===== src/rtl/rsm_pkg.sv =====
package rsm_pkg;

  localparam logic [7:0] CMD_REP_PREFIX = 8'hF2;
  localparam logic [7:0] CMD_MOVE_BYTE  = 8'hA4;

  typedef enum logic [1:0] {
    SEL_SRC  = 2'd0,
    SEL_DST  = 2'd1,
    SEL_CNT  = 2'd2,
    SEL_NONE = 2'd3
  } reg_sel_t;

  typedef enum logic [1:0] {
    ST_IDLE    = 2'd0,
    ST_RD_REQ  = 2'd1,
    ST_RD_WAIT = 2'd2,
    ST_WR      = 2'd3
  } seq_state_t;

endpackage


===== src/rtl/rsm_cmd_decode.sv =====
module rsm_cmd_decode
  import rsm_pkg::*;
(
  input  logic       clk,
  input  logic       rst_n,
  input  logic       cmd_valid,
  input  logic [7:0] cmd_byte,
  input  logic       busy,
  output logic       start_o
);

  logic pref_q;

  always_ff @(posedge clk) begin
    if (!rst_n) begin
      pref_q <= 1'b0;
    end else if (busy) begin
      pref_q <= 1'b0;
    end else if (cmd_valid) begin
      pref_q <= (cmd_byte == CMD_REP_PREFIX);
    end
  end

  assign start_o = !busy && cmd_valid && pref_q && (cmd_byte == CMD_MOVE_BYTE);


  lone_op_chk: assert property (@(posedge clk) disable iff (!rst_n)
    (cmd_valid && cmd_byte != CMD_REP_PREFIX) |=> !start_o);


  busy_cmd_chk: assert property (@(posedge clk) disable iff (!rst_n)
    busy |-> !start_o);

endmodule


===== src/rtl/rsm_regs.sv =====
module rsm_regs
  import rsm_pkg::*;
#(
  parameter int ADDR_W = 16
) (
  input  logic              clk,
  input  logic              rst_n,
  input  logic              wr_en,
  input  logic [1:0]        wr_sel,
  input  logic [ADDR_W-1:0] wr_data,
  input  logic              busy,
  input  logic              start,
  input  logic              dir_in,
  input  logic              step,
  output logic [ADDR_W-1:0] src_q,
  output logic [ADDR_W-1:0] dst_q,
  output logic [ADDR_W-1:0] cnt_q,
  output logic              cnt_zero,
  output logic              cnt_last
);

  localparam logic [ADDR_W-1:0] ONE = ADDR_W'(1);

  logic              dir_q;
  logic              wr_ok;
  logic [ADDR_W-1:0] ptr_delta;

  assign wr_ok     = wr_en && !busy && !start;
  assign ptr_delta = dir_q ? {ADDR_W{1'b1}} : ONE;

  always_ff @(posedge clk) begin
    if (!rst_n) begin
      src_q <= '0;
      dst_q <= '0;
      cnt_q <= '0;
      dir_q <= 1'b0;
    end else begin
      if (start) begin
        dir_q <= dir_in;
      end
      if (step) begin
        src_q <= src_q + ptr_delta;
        dst_q <= dst_q + ptr_delta;
        cnt_q <= cnt_q - ONE;
      end else if (wr_ok) begin
        unique case (reg_sel_t'(wr_sel))
          SEL_SRC: src_q <= wr_data;
          SEL_DST: dst_q <= wr_data;
          SEL_CNT: cnt_q <= wr_data;
          default: ;
        endcase
      end
    end
  end

  assign cnt_zero = (cnt_q == '0);
  assign cnt_last = (cnt_q == ONE);


  cnt_step_chk: assert property (@(posedge clk) disable iff (!rst_n)
    step |=> (cnt_q == $past(cnt_q) - ONE));


  busy_hold_chk: assert property (@(posedge clk) disable iff (!rst_n)
    (busy && !step) |=> ($stable(src_q) && $stable(dst_q) && $stable(cnt_q)));

endmodule


===== src/rtl/rsm_seq.sv =====
module rsm_seq
  import rsm_pkg::*;
#(
  parameter int ADDR_W = 16
) (
  input  logic              clk,
  input  logic              rst_n,
  input  logic              start,
  input  logic              cnt_zero,
  input  logic              cnt_last,
  input  logic [ADDR_W-1:0] src,
  input  logic [ADDR_W-1:0] dst,
  output logic              rd_valid,
  input  logic              rd_ready,
  output logic [ADDR_W-1:0] rd_addr,
  input  logic              rresp_valid,
  input  logic [7:0]        rresp_data,
  output logic              wr_valid,
  input  logic              wr_ready,
  output logic [ADDR_W-1:0] wr_addr,
  output logic [7:0]        wr_data,
  output logic              step,
  output logic              busy,
  output logic              done
);

  seq_state_t state_q, state_d;
  logic [7:0] byte_q;
  logic       done_q, done_d;

  always_comb begin
    state_d = state_q;
    done_d  = 1'b0;
    step    = 1'b0;
    unique case (state_q)
      ST_IDLE: begin
        if (start) begin
          if (cnt_zero) done_d  = 1'b1;
          else          state_d = ST_RD_REQ;
        end
      end
      ST_RD_REQ: begin
        if (rd_ready) state_d = ST_RD_WAIT;
      end
      ST_RD_WAIT: begin
        if (rresp_valid) state_d = ST_WR;
      end
      ST_WR: begin
        if (wr_ready) begin
          step = 1'b1;
          if (cnt_last) begin
            state_d = ST_IDLE;
            done_d  = 1'b1;
          end else begin
            state_d = ST_RD_REQ;
          end
        end
      end
      default: state_d = ST_IDLE;
    endcase
  end

  always_ff @(posedge clk) begin
    if (!rst_n) begin
      state_q <= ST_IDLE;
      done_q  <= 1'b0;
      byte_q  <= '0;
    end else begin
      state_q <= state_d;
      done_q  <= done_d;
      if (state_q == ST_RD_WAIT && rresp_valid) begin
        byte_q <= rresp_data;
      end
    end
  end

  assign rd_valid = (state_q == ST_RD_REQ);
  assign rd_addr  = src;
  assign wr_valid = (state_q == ST_WR);
  assign wr_addr  = dst;
  assign wr_data  = byte_q;
  assign busy     = (state_q != ST_IDLE);
  assign done     = done_q;


  rd_hold_chk: assert property (@(posedge clk) disable iff (!rst_n)
    (rd_valid && !rd_ready) |=> (rd_valid && $stable(rd_addr)));


  wr_hold_chk: assert property (@(posedge clk) disable iff (!rst_n)
    (wr_valid && !wr_ready) |=> (wr_valid && $stable(wr_addr) && $stable(wr_data)));


  rd_wr_excl_chk: assert property (@(posedge clk) disable iff (!rst_n)
    !(rd_valid && wr_valid));


  done_pulse_chk: assert property (@(posedge clk) disable iff (!rst_n)
    done |=> !done);


  done_idle_chk: assert property (@(posedge clk) disable iff (!rst_n)
    done |-> !busy);


  zero_cnt_chk: assert property (@(posedge clk) disable iff (!rst_n)
    (!busy && start && cnt_zero) |=> (done && !busy && !rd_valid));

endmodule


===== src/rtl/rsm_top.sv =====
module rsm_top
  import rsm_pkg::*;
#(
  parameter int ADDR_W = 16
) (
  input  logic              clk,
  input  logic              rst_n,
  input  logic              reg_wr_en,
  input  logic [1:0]        reg_wr_sel,
  input  logic [ADDR_W-1:0] reg_wr_data,
  input  logic              dir_dec,
  input  logic              cmd_valid,
  input  logic [7:0]        cmd_byte,
  output logic [ADDR_W-1:0] src_ptr,
  output logic [ADDR_W-1:0] dst_ptr,
  output logic [ADDR_W-1:0] count_left,
  output logic              busy,
  output logic              done,
  output logic              rd_valid,
  input  logic              rd_ready,
  output logic [ADDR_W-1:0] rd_addr,
  input  logic              rresp_valid,
  input  logic [7:0]        rresp_data,
  output logic              wr_valid,
  input  logic              wr_ready,
  output logic [ADDR_W-1:0] wr_addr,
  output logic [7:0]        wr_data
);

  logic start;
  logic step;
  logic cnt_zero;
  logic cnt_last;

  rsm_cmd_decode u_dec (
    .clk       (clk),
    .rst_n     (rst_n),
    .cmd_valid (cmd_valid),
    .cmd_byte  (cmd_byte),
    .busy      (busy),
    .start_o   (start)
  );

  rsm_regs #(.ADDR_W(ADDR_W)) u_regs (
    .clk      (clk),
    .rst_n    (rst_n),
    .wr_en    (reg_wr_en),
    .wr_sel   (reg_wr_sel),
    .wr_data  (reg_wr_data),
    .busy     (busy),
    .start    (start),
    .dir_in   (dir_dec),
    .step     (step),
    .src_q    (src_ptr),
    .dst_q    (dst_ptr),
    .cnt_q    (count_left),
    .cnt_zero (cnt_zero),
    .cnt_last (cnt_last)
  );

  rsm_seq #(.ADDR_W(ADDR_W)) u_seq (
    .clk         (clk),
    .rst_n       (rst_n),
    .start       (start),
    .cnt_zero    (cnt_zero),
    .cnt_last    (cnt_last),
    .src         (src_ptr),
    .dst         (dst_ptr),
    .rd_valid    (rd_valid),
    .rd_ready    (rd_ready),
    .rd_addr     (rd_addr),
    .rresp_valid (rresp_valid),
    .rresp_data  (rresp_data),
    .wr_valid    (wr_valid),
    .wr_ready    (wr_ready),
    .wr_addr     (wr_addr),
    .wr_data     (wr_data),
    .step        (step),
    .busy        (busy),
    .done        (done)
  );


  reset_quiet_chk: assert property (@(posedge clk)
    !rst_n |=> (!busy && !done && !rd_valid && !wr_valid && count_left == '0));

endmodule


===== config.mk =====
export PLATFORM = sky130hd
export DESIGN_NAME = rsm_top
export DESIGN_NICKNAME = d
export VERILOG_FILES = /design/src/rtl/rsm_pkg.sv /design/src/rtl/rsm_cmd_decode.sv /design/src/rtl/rsm_regs.sv /design/src/rtl/rsm_seq.sv /design/src/rtl/rsm_top.sv
export SDC_FILE = /design/constraint.sdc
export NUM_CORES = 1
export LEC_CHECK = 0
export BUFFER_PORTS_ARGS = -buffer_cell sky130_fd_sc_hd__buf_2
export CORE_ASPECT_RATIO = 0.5
export CORE_MARGIN = 1
export CORE_UTILIZATION = 30
export CTS_BUF_LIST = sky130_fd_sc_hd__clkbuf_4 sky130_fd_sc_hd__clkbuf_8
export DETAILED_ROUTE_END_ITERATION = 7
export PLACE_DENSITY = 0.62
export SLEW_MARGIN = 0
export SYNTH_ARGS = -nofsm -noshare
export SYNTH_HDL_FRONTEND = slang
export SYNTH_SLANG_ARGS = --single-unit
export TNS_END_PERCENT = 1

===== constraint.sdc =====
create_clock -name clk -period 6.3 [get_ports clk]
set_input_delay 1.26 -clock clk [delete_from_list [all_inputs] [get_ports clk]]
set_output_delay 1.26 -clock clk [all_outputs]
set_load 0.02 [all_outputs]

Word level (Yosys, flattened, before mapping)
Index checks and enable logic that the tools add are counted.

storage, ports and cells
  register bits = 61
  logic and storage cells = 70
  input port bits = 42

operators by class
  mux-type cells = 24
  reductions and logical operators = 21
  $add $sub $neg = 3
  bitwise operators = 1
  equal/unequal tests = 13

operators with widths
  cell                     number
  $mux W16                 10
  $add A16 B16 Y16         2
  $eq A16 B1 Y1 const B    1
  $eq A8 B8 Y1 const B     2
  $logic_not A16 Y1        1
  $sub A16 B1 Y16 const B  1
  $mux W2                  5
  $reduce_bool A2 Y1       5
  $pmux W2 S4              1
  $mux W1                  7
  $eq A2 B2 Y1 const B     3
  $logic_and A1 B1 Y1      6
  $ne A2 B2 Y1 const B     3
  $reduce_and A2 Y1        3
  $reduce_and A5 Y1        1
  $eq A2 B1 Y1 const B     2
  $logic_not A2 Y1         2
  $ne A2 B1 Y1 const B     2
  $logic_not A1 Y1         2
  $pmux W1 S2              1
  $reduce_or A2 Y1         1
  $not A1 Y1               1

Logic depth before layout (Yosys ltp)
  depth in word-level cells = 9
  depth in mapped cells = 10
  mapped depth without buffers = 8

By module
A second synthesis with hierarchy kept.

unflattened totals
  cells, all modules = 597
  area total of the unflattened synthesis = 4,814.6 um2

modules (own cells, without submodules)
  module          cells an instance  seq. area each (um2)  area each (um2)  instances
  rsm_regs        493                980.9                 3,905.0          1
  rsm_seq         95                 220.2                 830.8            1
  rsm_cmd_decode  9                  20.0                  78.8             1

Least setup slack after synthesis
OpenSTA, ideal clock, no wires.

  path kind = input to register
  from = in cmd_byte[6]
  to = reg u_regs.src_q[11]
  stages on the path = 7
  slack = 3.516 ns
  buffers on the path = 1
  data required time = 6.170 ns
  setup time = 0.130 ns
  arrival time = 2.654 ns
  path through = and4bb_2 a311oi_4 buf_6 mux2i_1 nor3_1 a41oi_1 o41ai_1

between the ends
  cells in the longest elaborated chain, start to end = 6

RTL lines
  item                          line                  source
  from (decl)                   rsm_top.sv:13         input logic [7:0] cmd_byte,
  $eq A8 B8 Y1                  rsm_cmd_decode.sv:24  assign start_o = !busy && cmd_valid && pref_q && (cmd_byte == CMD_MOVE_BYTE);
  $logic_and A1 B1 Y1           rsm_cmd_decode.sv:24
  $logic_not A1 Y1              rsm_regs.sv:28        assign wr_ok = wr_en && !busy && !start;
  $logic_and A1 B1 Y1           rsm_regs.sv:28
  $reduce_bool A2 Y1 (no line)  -
  $reduce_and A2 Y1 (no line)   -
  to (signal assigned)          rsm_regs.sv:42        src_q <= src_q + ptr_delta;
  to (signal assigned)          rsm_regs.sv:47        SEL_SRC: src_q <= wr_data;
  to (decl)                     rsm_regs.sv:15        output logic [ADDR_W-1:0] src_q,

Every way passes these cells.
A chain may end at the register's enable or synchronous reset.

Final worst setup path
  from = in cmd_byte[2]
  to = reg u_regs.src_q[10]

Same word-level chain as after synthesis.

==> impl_metrics.env <==
export IMPL_critPathKind="in -> reg"
export IMPL_grt_pass1_vias=4103
export IMPL_wirelength_mm=13.9
export IMPL_clock_sinks=61
export IMPL_grt_setup_unrepaired="no"
export IMPL_fin_tns_setup_ps=0
export IMPL_path_clk_slew_ps=70
export IMPL_p_switching_mw=0.263
export IMPL_drive_above_1_share_pct=26.5
export IMPL_dp_hpwl_mm=10.2
export IMPL_route_detailed_wl_per_inst_um=15.9
export IMPL_power_frac_comb_pct=14.3
export IMPL_use_met1_pct=22.2
export IMPL_synthMuxAreaShare_pct=7.56
export IMPL_finalHoldViolCount=0
export IMPL_die_w_um=179
export IMPL_synth_top_family_by_area="compound AO/OA/AOI/OAI gates"
export IMPL_fill_cells=1592
export IMPL_grt_use_total_pct=17.2
export IMPL_post_route_drc_count=0
export IMPL_switching_share_pct=27.9
export IMPL_period_needed_ps=3120
export IMPL_synth_compound_area_share_pct=25.0
export IMPL_power_mw=0.940
export IMPL_max_cap_violations=0
export IMPL_synth_simple_area_share_pct=18.8
export IMPL_ant_nets=0
export IMPL_portBuffers=133
export IMPL_tritoncts="done"
export IMPL_routabilityCongestion=0.869
export IMPL_clock_latency_ps=350
export IMPL_post_route_period_util_pct=49.5
export IMPL_final_net_count=751
export IMPL_syn_cell_area_um2=4680
export IMPL_crit_fanout=17
export IMPL_viasPerCell=5.20
export IMPL_grt_use_met2_pct=28.1
export IMPL_grt_pass1_wl_mm=21.7
export IMPL_ioPinCount=134
export IMPL_cts_buffers_inserted=9
export IMPL_fin_area_um2=5490
export IMPL_max_clock_freq_mhz=320
export IMPL_cp_end_kind="flop"
export IMPL_clkPwrFrac_pct=42.0
export IMPL_synth_cell_type_count=65
export IMPL_ys_warnings_count=0
export IMPL_overflow=0
export IMPL_dr_pass1_iters=5
export IMPL_critPathArrivalTime_ps=3350
export IMPL_synth_seq_cells=61
export IMPL_floorplan_initialDensity_pct=31.5
export IMPL_slew_headroom_pct=20.4
export IMPL_syn_nets=659
export IMPL_crit_slowest_cell="a311oi_4"
export IMPL_synthFlopType="dfxtp_1"
export IMPL_core_um2=14900
export IMPL_worst_clock_skew_ps=7.07
export IMPL_cts_hold_buf=0
export IMPL_antenna_cells=0
export IMPL_worst_pin_slew_ps=1190
export IMPL_vdd_drop_max_uv=74.5
export IMPL_avgSynthCellArea_um2=8.08
export IMPL_placed_cell_area_um2=5280
export IMPL_root_buffer="clkbuf_8"
export IMPL_powerDensity_nw_per_um2=171
export IMPL_hp_class="reg -> reg"
export IMPL_cp_cell_sequence="buf_2 > and4bb_2 > a311oi_4 > mux2_2 > a32oi_1 > o21ai_0"
export IMPL_crit_path_start_kind="primary input"
export IMPL_syn2layout_area_growth_pct=17.3
export IMPL_required_ps=6530
export IMPL_die_area_um2=16100
export IMPL_die_y_um=90.3
export IMPL_placementRows=31
export IMPL_ctsResizeCount=0
export IMPL_async_flop_share_pct=0
export IMPL_drt_iter0_markers=248
export IMPL_synth_fa_ha_area_share_pct=10.5
export IMPL_grtUsageMet3_pct=4.42
export IMPL_clock_path_buffers=2
export IMPL_p_leak_nw=2.58
export IMPL_drv_slew=0
export IMPL_antenna_found_initial=0
export IMPL_top_usage_layer="met2"
export IMPL_utilization_pct=37.0
export IMPL_synth_seq_area_share_pct=26.1
export IMPL_status="finished clean"
export IMPL_seqPwrFrac_pct=43.7
export IMPL_syn_inst=579
export IMPL_slowest_delay_ps=1000
export IMPL_htreeDepth=3
export IMPL_synth_edff_count=0
export IMPL_yosys_area_share_xor_xnor_pct=2.99
export IMPL_intPower_mw=0.678
export IMPL_grt_max_degree=56
export IMPL_setup_viol=0
export IMPL_num_vias=4548
export IMPL_post_cts_setup_buffers=0
## cells in the mapped netlist (5+ instances only)
cell       n  area share (%)
dfxtp_1   61              26
nand4_1    5            0.67
nor2_1    48             3.8
o21a_1     6            0.96
nor3_1    20             2.1
nand2_1   41             3.3
xor2_1     7             1.3
clkbuf_1  16             1.3
a31oi_1    8             1.1
xnor2_1    9             1.7
nand2b_1   5            0.67
mux2_2    11             2.6
a211oi_1  21             3.4
inv_1     17             1.4
ha_1      36             9.6
nand3_1   30             3.2
buf_4     32             5.1
o211ai_1   8             1.3
a21oi_1   61             6.5
mux2i_1   23             4.9
o21ai_0   30             3.2
a21o_1     9             1.4
## sequential cells by signal (all words and copies together), names as in the netlist
register and flops:
u_seq.done 1, u_seq.wr_data 8, u_regs.dir_q 1, u_regs.cnt_q 16, u_seq.state_q 2, u_regs.dst_q 16, u_dec.pref_q 1, u_regs.src_q 16
## kinds of logic after synthesis
group / count (synthesis)
simple gates: 179
xor+xnor: 16
mux: 34
compound gates: 177
flops: 61
fa+ha+maj: 38
buf+inv: 74
## final cells by class
type                    instances  area [um2]  area share (%)
flip-flops and latches         61        1220            22.2
multi-input cells             444        3040            55.4
inverters                      17        63.8            1.16
repair buffers                138         703            12.8
well taps                     198         248            4.51
clock buffers                  11         139            2.53
clock inverters                 5        75.1            1.37
## final timing paths
path,from,endpoint,slack [ps],cells after the start
max,cmd_byte[2],u_regs.src_q[10],3180,6
min,u_seq.wr_data[1],u_seq.wr_data[1],460,2
max reg2reg,u_seq.state_q[0],u_regs.src_q[10],3420,7
min reg2reg,u_seq.wr_data[1],u_seq.wr_data[1],460,2
## metal layers
layer / vias to the layer above / wire length, um
met1: 2115 / 6600
met3: 15 / 745
met2: 116 / 6300
met5: - / 0
met4: 0 / 230
li1: 2302 / -
## stage by stage
stage                     std cells  setup slack, ps  hold WS, ps
after global routing            874             3060          490
final                           874             3180          456
after CTS                       874             3190          460
after floorplan                 579             3520          526
after global placement          858             2860          439
after detailed placement        858             2810          449
## cells in the final DEF, fill, tap and decap left out, drive strengths merged, types with 5 or more instances in the layout
cell / netlist / final
a211oi: 21 / 21
a21o: 9 / 9
a21oi: 61 / 61
a31oi: 9 / 9
buf: 41 / 138
clkbuf: 16 / 11
dfxtp: 61 / 61
ha: 36 / 36
inv: 17 / 17
mux2: 11 / 11
mux2i: 23 / 23
nand2: 41 / 41
nand2b: 5 / 5
nand3: 30 / 30
nand4: 5 / 5
nor2: 48 / 48
nor3: 20 / 20
o211ai: 8 / 8
o21a: 6 / 6
o21ai: 30 / 30
xnor2: 9 / 9
xor2: 7 / 7
## power by group through the flow
stage	registers (mW)	logic (mW)	clock network, mW
after floorplan	0.429	0.0811	0
after global placement	0.419	0.133	0
after detailed placement	0.420	0.135	0
after CTS	0.411	0.135	0.406
after global routing	0.413	0.147	0.424
final	0.411	0.135	0.395
## worst max-delay path, delay by kind of cell
kind / cells / cell delay [ps]
buffers and inverters: 1 / 100
AOI/OAI and AO/OA: 3 / 1280
and+or+nand+nor: 1 / 270
muxes: 1 / 420
Power figures use the tool's default switching activity.
